==> src/rtl/gpio_bank_pkg.sv <==
package gpio_bank_pkg;

   // Register groups; the value is address bits [6:4] inside a window.
   typedef enum logic [2:0] {
      GRP_CFG  = 3'd0,
      GRP_OE   = 3'd1,
      GRP_OUT  = 3'd2,
      GRP_IN   = 3'd3,
      GRP_STA  = 3'd4,
      GRP_IE   = 3'd5,
      GRP_TYPE = 3'd6,
      GRP_CLR  = 3'd7
   } reg_grp_e;

   typedef struct packed {
      logic     hit;
      logic     masked;
      reg_grp_e grp;
      logic [1:0] port;
   } bus_sel_t;

   localparam int unsigned GRP_SPAN   = 'h10;
   localparam int unsigned WINDOW     = 8 * GRP_SPAN;
   localparam int unsigned PORT_SLOTS = GRP_SPAN / 4;
   localparam int unsigned NUM_WR     = 5;

   function automatic logic has_alias(reg_grp_e g);
      return (g == GRP_CFG) || (g == GRP_OE) || (g == GRP_OUT) ||
             (g == GRP_IE)  || (g == GRP_TYPE);
   endfunction

   function automatic reg_grp_e wr_grp(int i);
      case (i)
         0:       return GRP_CFG;
         1:       return GRP_OE;
         2:       return GRP_OUT;
         3:       return GRP_IE;
         default: return GRP_TYPE;
      endcase
   endfunction

endpackage

==> src/rtl/gpio_addr_decode.sv <==
module gpio_addr_decode
   import gpio_bank_pkg::*;
#(
   parameter int unsigned ADDR_W      = 12,
   parameter int unsigned NUM_PORTS   = 4,
   parameter int unsigned BANK_IDX    = 0,
   parameter int unsigned BANK_STRIDE = 'h100,
   parameter int unsigned UPPER_OFS   = 'h80
)(
   input  logic [ADDR_W-1:0] addr,
   output bus_sel_t          sel
);
   localparam int unsigned BASE_INT = BANK_IDX * BANK_STRIDE;
   localparam logic [ADDR_W-1:0] PLAIN_BASE = ADDR_W'(BASE_INT);
   localparam logic [ADDR_W-1:0] ALIAS_BASE = ADDR_W'(BASE_INT + UPPER_OFS);
   localparam logic [ADDR_W-1:0] WIN        = ADDR_W'(WINDOW);

   if (ADDR_W < 8) begin : g_bad_aw
      $error("address too narrow for one register window");
   end
   if (BANK_STRIDE < WINDOW) begin : g_bad_stride
      $error("bank stride smaller than one register window");
   end
   if (UPPER_OFS < WINDOW) begin : g_bad_upper
      $error("alias offset overlaps the plain window");
   end
   if (BASE_INT + UPPER_OFS + WINDOW > (1 << ADDR_W)) begin : g_bad_map
      $error("bank windows exceed the address space");
   end

   logic [ADDR_W-1:0] plain_off, alias_off, off;
   logic              in_plain, in_alias, port_ok;
   reg_grp_e          grp;
   logic              unused_off_hi;

   assign plain_off     = addr - PLAIN_BASE;
   assign alias_off     = addr - ALIAS_BASE;
   assign in_plain      = plain_off < WIN;
   assign in_alias      = alias_off < WIN;
   assign off           = in_plain ? plain_off : alias_off;
   assign grp           = reg_grp_e'(off[6:4]);
   assign port_ok       = 32'(off[3:2]) < NUM_PORTS;
   assign unused_off_hi = ^off[ADDR_W-1:7];

   always_comb begin
      sel.grp    = grp;
      sel.port   = off[3:2];
      sel.masked = !in_plain;
      sel.hit    = (in_plain || (in_alias && has_alias(grp))) &&
                   (off[1:0] == 2'b00) && port_ok;
   end


   always_comb begin
      misalign_chk: assert (!(sel.hit && (addr[1:0] != 2'b00)));
   end

endmodule

==> src/rtl/gpio_in_sync.sv <==
module gpio_in_sync #(
   parameter int unsigned WIDTH  = 32,
   parameter int unsigned STAGES = 2
)(
   input  logic             clk,
   input  logic             rst_n,
   input  logic [WIDTH-1:0] din,
   output logic [WIDTH-1:0] dout
);
   if (STAGES < 2) begin : g_bad_stages
      $error("synchronizer needs at least two stages");
   end

   logic [STAGES-1:0][WIDTH-1:0] stg;

   always_ff @(posedge clk or negedge rst_n) begin
      if (!rst_n) stg <= '0;
      else        stg <= {stg[STAGES-2:0], din};
   end

   assign dout = stg[STAGES-1];


   sync_first_chk: assert property (@(posedge clk) disable iff (!rst_n)
      $past(rst_n) |-> (stg[0] == $past(din)));


   sync_last_chk: assert property (@(posedge clk) disable iff (!rst_n)
      $past(rst_n) |-> (dout == $past(stg[STAGES-2])));

endmodule

==> src/rtl/gpio_port_regs.sv <==
module gpio_port_regs
   import gpio_bank_pkg::*;
#(
   parameter int unsigned PINS = 8
)(
   input  logic            clk,
   input  logic            rst_n,
   input  logic            wr_en,
   input  logic            port_sel,
   input  logic            masked,
   input  reg_grp_e        grp,
   input  logic [PINS-1:0] wval,
   input  logic [PINS-1:0] wmask,
   input  logic [PINS-1:0] evt,
   input  logic [PINS-1:0] pin_sync,
   output logic [PINS-1:0] cfg_q,
   output logic [PINS-1:0] oe_q,
   output logic [PINS-1:0] out_q,
   output logic [PINS-1:0] type_q,
   output logic [PINS-1:0] rd_val,
   output logic            pend
);
   logic [NUM_WR-1:0][PINS-1:0] wr_q;
   logic [PINS-1:0]             ie_q, sta_q, clr_bits;

   for (genvar i = 0; i < NUM_WR; i++) begin : g_wr
      localparam reg_grp_e G = wr_grp(i);
      logic            hit;
      logic [PINS-1:0] q;
      assign hit = wr_en && port_sel && (grp == G);
      always_ff @(posedge clk or negedge rst_n) begin
         if (!rst_n)      q <= '0;
         else if (hit)    q <= masked ? ((q & ~wmask) | (wval & wmask)) : wval;
      end
      assign wr_q[i] = q;
   end

   assign cfg_q  = wr_q[0];
   assign oe_q   = wr_q[1];
   assign out_q  = wr_q[2];
   assign ie_q   = wr_q[3];
   assign type_q = wr_q[4];

   assign clr_bits = (wr_en && port_sel && !masked && (grp == GRP_CLR)) ? wval : '0;

   // event wins over a coincident clear so no event is lost
   always_ff @(posedge clk or negedge rst_n) begin
      if (!rst_n) sta_q <= '0;
      else        sta_q <= (sta_q & ~clr_bits) | evt;
   end

   always_comb begin
      case (grp)
         GRP_CFG:  rd_val = cfg_q;
         GRP_OE:   rd_val = oe_q;
         GRP_OUT:  rd_val = out_q;
         GRP_IN:   rd_val = pin_sync;
         GRP_STA:  rd_val = sta_q;
         GRP_IE:   rd_val = ie_q;
         GRP_TYPE: rd_val = type_q;
         default:  rd_val = '0;
      endcase
   end

   assign pend = |(sta_q & ie_q);


   masked_keep_chk: assert property (@(posedge clk) disable iff (!rst_n)
      (wr_en && port_sel && masked && (grp == GRP_OUT)) |=>
      ((out_q & ~$past(wmask)) == ($past(out_q) & ~$past(wmask))));


   sticky_chk: assert property (@(posedge clk) disable iff (!rst_n)
      (evt != '0) |=> ((sta_q & $past(evt)) == $past(evt)));


   clr_chk: assert property (@(posedge clk) disable iff (!rst_n)
      (wr_en && port_sel && !masked && (grp == GRP_CLR)) |=>
      ((sta_q & $past(wval) & ~$past(evt)) == '0));


   sta_wr_ignore_chk: assert property (@(posedge clk) disable iff (!rst_n)
      (wr_en && port_sel && (grp == GRP_STA) && (evt == '0)) |=> $stable(sta_q));

endmodule

==> src/rtl/gpio_bank_regs.sv <==
module gpio_bank_regs
   import gpio_bank_pkg::*;
#(
   parameter int unsigned ADDR_W      = 12,
   parameter int unsigned DATA_W      = 32,
   parameter int unsigned NUM_PORTS   = 4,
   parameter int unsigned PINS        = 8,
   parameter int unsigned BANK_IDX    = 0,
   parameter int unsigned BANK_STRIDE = 'h100,
   parameter int unsigned UPPER_OFS   = 'h80,
   parameter int unsigned SYNC_STAGES = 2
)(
   input  logic                      clk,
   input  logic                      rst_n,
   input  logic                      bus_wr,
   input  logic [ADDR_W-1:0]         bus_addr,
   input  logic [DATA_W-1:0]         bus_wdata,
   output logic [DATA_W-1:0]         bus_rdata,
   input  logic [NUM_PORTS*PINS-1:0] pin_in,
   input  logic [NUM_PORTS*PINS-1:0] irq_evt,
   output logic [NUM_PORTS*PINS-1:0] pin_out,
   output logic [NUM_PORTS*PINS-1:0] pin_oe,
   output logic [NUM_PORTS*PINS-1:0] irq_sense,
   output logic [NUM_PORTS-1:0]      irq_pend
);
   localparam int unsigned NPINS = NUM_PORTS * PINS;

   if (NUM_PORTS > PORT_SLOTS || NUM_PORTS == 0) begin : g_bad_ports
      $error("port count must fit the four slots of a group");
   end
   if (2 * PINS > DATA_W) begin : g_bad_pins
      $error("data word cannot hold value and enable bytes");
   end

   bus_sel_t sel;
   logic [NPINS-1:0] pin_sync;
   logic [NUM_PORTS-1:0][PINS-1:0] rd_each;
   logic [PINS-1:0] rd_pick;

   gpio_addr_decode #(
      .ADDR_W(ADDR_W), .NUM_PORTS(NUM_PORTS), .BANK_IDX(BANK_IDX),
      .BANK_STRIDE(BANK_STRIDE), .UPPER_OFS(UPPER_OFS)
   ) u_dec (
      .addr(bus_addr), .sel(sel)
   );

   gpio_in_sync #(.WIDTH(NPINS), .STAGES(SYNC_STAGES)) u_sync (
      .clk(clk), .rst_n(rst_n), .din(pin_in), .dout(pin_sync)
   );

   for (genvar p = 0; p < NUM_PORTS; p++) begin : g_port
      logic [PINS-1:0] cfg_w, oe_w;
      gpio_port_regs #(.PINS(PINS)) u_port (
         .clk      (clk),
         .rst_n    (rst_n),
         .wr_en    (bus_wr && sel.hit),
         .port_sel (sel.port == 2'(p)),
         .masked   (sel.masked),
         .grp      (sel.grp),
         .wval     (bus_wdata[PINS-1:0]),
         .wmask    (bus_wdata[2*PINS-1:PINS]),
         .evt      (irq_evt[p*PINS +: PINS]),
         .pin_sync (pin_sync[p*PINS +: PINS]),
         .cfg_q    (cfg_w),
         .oe_q     (oe_w),
         .out_q    (pin_out[p*PINS +: PINS]),
         .type_q   (irq_sense[p*PINS +: PINS]),
         .rd_val   (rd_each[p]),
         .pend     (irq_pend[p])
      );
      assign pin_oe[p*PINS +: PINS] = cfg_w & oe_w;
   end

   always_comb begin
      rd_pick = '0;
      for (int p = 0; p < NUM_PORTS; p++) begin
         if (sel.port == 2'(p)) rd_pick = rd_each[p];
      end
   end

   assign bus_rdata = sel.hit ? DATA_W'(rd_pick) : '0;

   if (2 * PINS < DATA_W) begin : g_wdata_hi
      logic unused_wdata_hi;
      assign unused_wdata_hi = ^bus_wdata[DATA_W-1:2*PINS];
   end

endmodule

==> config.mk <==
export PLATFORM = sky130hd
export DESIGN_NAME = gpio_bank_regs
export DESIGN_NICKNAME = d
export VERILOG_FILES = /design/src/rtl/gpio_bank_pkg.sv /design/src/rtl/gpio_addr_decode.sv /design/src/rtl/gpio_in_sync.sv /design/src/rtl/gpio_port_regs.sv /design/src/rtl/gpio_bank_regs.sv
export SDC_FILE = /design/constraint.sdc
export NUM_CORES = 1
export LEC_CHECK = 0
export BUFFER_PORTS_ARGS = -buffer_cell sky130_fd_sc_hd__buf_4
export CAP_MARGIN = 0
export CELL_PAD_IN_SITES_DETAIL_PLACEMENT = 0
export CELL_PAD_IN_SITES_GLOBAL_PLACEMENT = 1
export CORE_MARGIN = 3
export CORE_UTILIZATION = 48
export DETAILED_ROUTE_END_ITERATION = 10
export GPL_ROUTABILITY_DRIVEN = 1
export PLACE_DENSITY = 0.89
export SYNTH_ARGS = -nofsm -noshare
export SYNTH_HDL_FRONTEND = slang
export SYNTH_HIERARCHICAL = 1
export SYNTH_SLANG_ARGS = --single-unit
==> constraint.sdc <==
create_clock -name clk -period 2.75 [get_ports clk]
set_input_delay 0.275 -clock clk [delete_from_list [all_inputs] [get_ports clk]]
set_output_delay 0.275 -clock clk [all_outputs]
set_load 0.005 [all_outputs]
==> run_results.csv <==
group,metric,value,unit
run_status,status,"complete, no violations",
critical_path,critical_path_arrival,2.39,ns
yosys,yosysWarnings,6,
routing,drtAntennaViolNets,0,
place,gp_congestion,0.930,
layout,multi_input_area,0.00634,mm²
timing,post-route-min-period,2.67,ns
yosys,yosysTopAreaCellShare,0.473,
layout,final_cell_mix,"256 x dfrtp_1, 233 x buf_4, 176 x mux2_2, 113 x nor3_1, 65 x dlygate4sd3_1",
place,port_buffers,202,
timing,relSlewSlack,0.534,
yosys,syn_area_per_cell,11.5,µm²
hold_path,hold_path_class,"in -> reg",
global_routing,grtUsageMet2,0.417,
die,fp.dieW,174,µm
clock_tree,ctsRootBufferMaster,"clkbuf_16",
power_and_ir_drop,power,8.57,mW
yosys,post_synth_instance_area,0.0136,mm²
routing,drc,0,
global_routing,grt_usage,0.262,
layout,drive_gt1_frac,0.353,
yosys,synthCells,1178,
global_routing,busiest_layer,"met2",
global_routing,antenna_found_initial,1,
routing,wire_per_inst,22.6,µm
critical_path,end_kind,"output port",
clock_tree,clkTransAtPathRegs,0.06,ns
job,max_cap_violations,0,
global_routing,grt_max_degree,77,
power_and_ir_drop,vdd_drop_max,414,µV
clock_tree,clkSinkCount,256,
clock_tree,htreeDepth,1,
critical_path,critPathKind,"in -> out",
timing,setup_violations,0,
global_routing,met3_usage,0.0424,
routing,drtIter0Drc,1115,
clock_tree,cts_made_buffers,28,
yosys,ys_seq_area_frac,0.473,
layout,fin_cells,1808,
layout,antenna_cells,0,
die,core_area,0.0273,mm²
power_and_ir_drop,powerDensity,507,mW/mm²
die,start_util,0.496,
timing,rsz0062_at_grt,"false",
global_routing,grt.overflow.total,0,
critical_path,required,2.48,ns
place,dp.cells,1691,
critical_path,setup.worst_path.start_class,"input port",
power_and_ir_drop,leakage,7.63,nW
yosys,ys_ff_latch,256,
critical_path,crit_path_max_fanout,8,
timing,hold_viol,0,
routing,wl,40.8,mm
layout,regArea,0.00641,mm²
yosys,netlist_top_cells_area,"dfrtp_1 47%, mux2_2 15%, nor3_1 4.2%",
place,hpwlAfterDp,27.4,mm
die,die_y,174,µm
clock_tree,cts_tree,"done",
global_routing,grt_pass1_wl,62.8,mm
layout,final_common_cell,"dfrtp_1",
yosys,synth_largest_area_cell,"dfrtp_1",
die,num_rows,60,
die,dieArea,0.0303,mm²
yosys,netlist-cell-type-count,54,
timing,clock.fmax,0.375,GHz
global_routing,grt_pass1_vias,10629,
layout,n_fill_cell,2267,
global_routing,grt_use_met1,0.368,
routing,num_vias,10712,
die,io_pins,243,
routing,vias_per_cell,5.92,
timing,worst_pin_slew,0.696,ns
timing,fin_skew,0.00714,ns
timing,fin_crit_sh,0.971,
clock_tree,cts_setup_buffers,0,
clock_tree,clk_latency,0.54,ns
routing,drtPass1Iterations,5,
clock_tree,clockBufferDepth,3,
timing,slew_violations,0,
layout,fin_nets,1526,
layout,area_growth,24.8,%
power breakdown:
part           switching (mW)  internal [mW]
registers              0.0240           3.82
logic                   0.477          0.321
clock network            1.56           2.37
cells by family (layout without fill, tap and decap cells):
kind of cell,count (synthesis),after routing,synth area share
flops,256,256,0.473
compound gates,167,167,0.0873
buf+inv,142,377,0.0665
other cells,1,24,0.000277
simple gates,388,388,0.186
mux,223,223,0.186
fa+ha+maj,1,1,0.000923
critical path: stages:
cell and delay (ns):
buf_4 0.08, inv_1 0.03, ha_1 0.19, or2_0 0.19, a2111oi_1 0.50, o211a_1 0.27, buf_4 0.14, nand2b_1 0.18
o22ai_1 0.35, buf_4 0.18
repair_timing:
action                     CTS  global route
hold endpoints to repair   134             0
gates resized for setup      0             1
hold buffers                65             0
setup endpoints to repair    0             1
cells in the mapped netlist (all sizes together):
master / count
a31oi: 8
nor2: 11
and2b: 16
conb: 1
o211ai: 7
clkbuf: 26
and2: 35
nand2: 13
o211a: 1
nand3: 8
o22ai: 9
and3b: 10
nand3b: 53
a22oi: 37
inv: 13
or2: 1
nor4: 8
a32oi: 27
o221ai: 21
or3b: 3
nor3b: 5
nand4: 7
o2bb2ai: 3
nor4bb: 1
o21ai: 24
dfrtp: 256
nor2b: 36
mux2i: 26
mux2: 193
ha: 1
mux4: 4
o21a: 6
nor3: 130
nand2b: 30
buf: 103
nand4b: 6
a21oi: 23
a2111oi: 1
and3: 15
area by class of cell:
type	instances	area share
Sequential cell	256	0.379
Multi-Input combinational cell	803	0.375
Timing Repair Buffer	312	0.158
Clock buffer	39	0.0487
Tap cell	372	0.0275
Clock inverter	13	0.00895
Inverter	13	0.00289
stage by stage:
stage / setup slack [ns] / instance area [µm²] / utilization / hold WS (ns) / TNS, ns
2_1_floorplan: 0.0534 / 13600 / - / -0.0206 / 0
3_3_place_gp: -0.117 / 15300 / 0.559 / 0.288 / -3.34
3_5_place_dp: -0.183 / 15300 / 0.559 / 0.294 / -10.48
4_1_cts: 0.0931 / 16900 / 0.619 / 0.131 / 0
5_1_grt: 0.000268 / 16900 / 0.619 / 0.184 / 0
6_report: 0.0810 / 16900 / 0.619 / 0.174 / 0
routing by layer:
layer | routed length [µm] | share of wire | up-vias
li1 | - | - | 4776
met3 | 3060 | 0.075 | 81
met2 | 19200 | 0.47 | 514
met5 | 0 | 0 | -
met1 | 17100 | 0.42 | 5341
met4 | 1520 | 0.037 | 0
path summary, 6_finish.rpt:
kind | startpoint | end | slack (ns) | cells past startpoint
min in group asynchronous | rst_n | g_port[3].u_port/sta_q[2] | 0.30 | 2
max in group asynchronous | rst_n | async pin | 1.68 | 3
worst max register to register | flip-flop | flip-flop | 1.88 | 1
worst min-delay path | bus_wdata[6] | g_port[0].u_port/sta_q[6] | 0.17 | 2
worst max-delay path | bus_addr[7] | bus_rdata[5] | 0.08 | 10
worst min register to register | u_sync/stg[21] | u_sync/dout[21] | 0.35 | 0
Power figures use the tool's default switching activity.
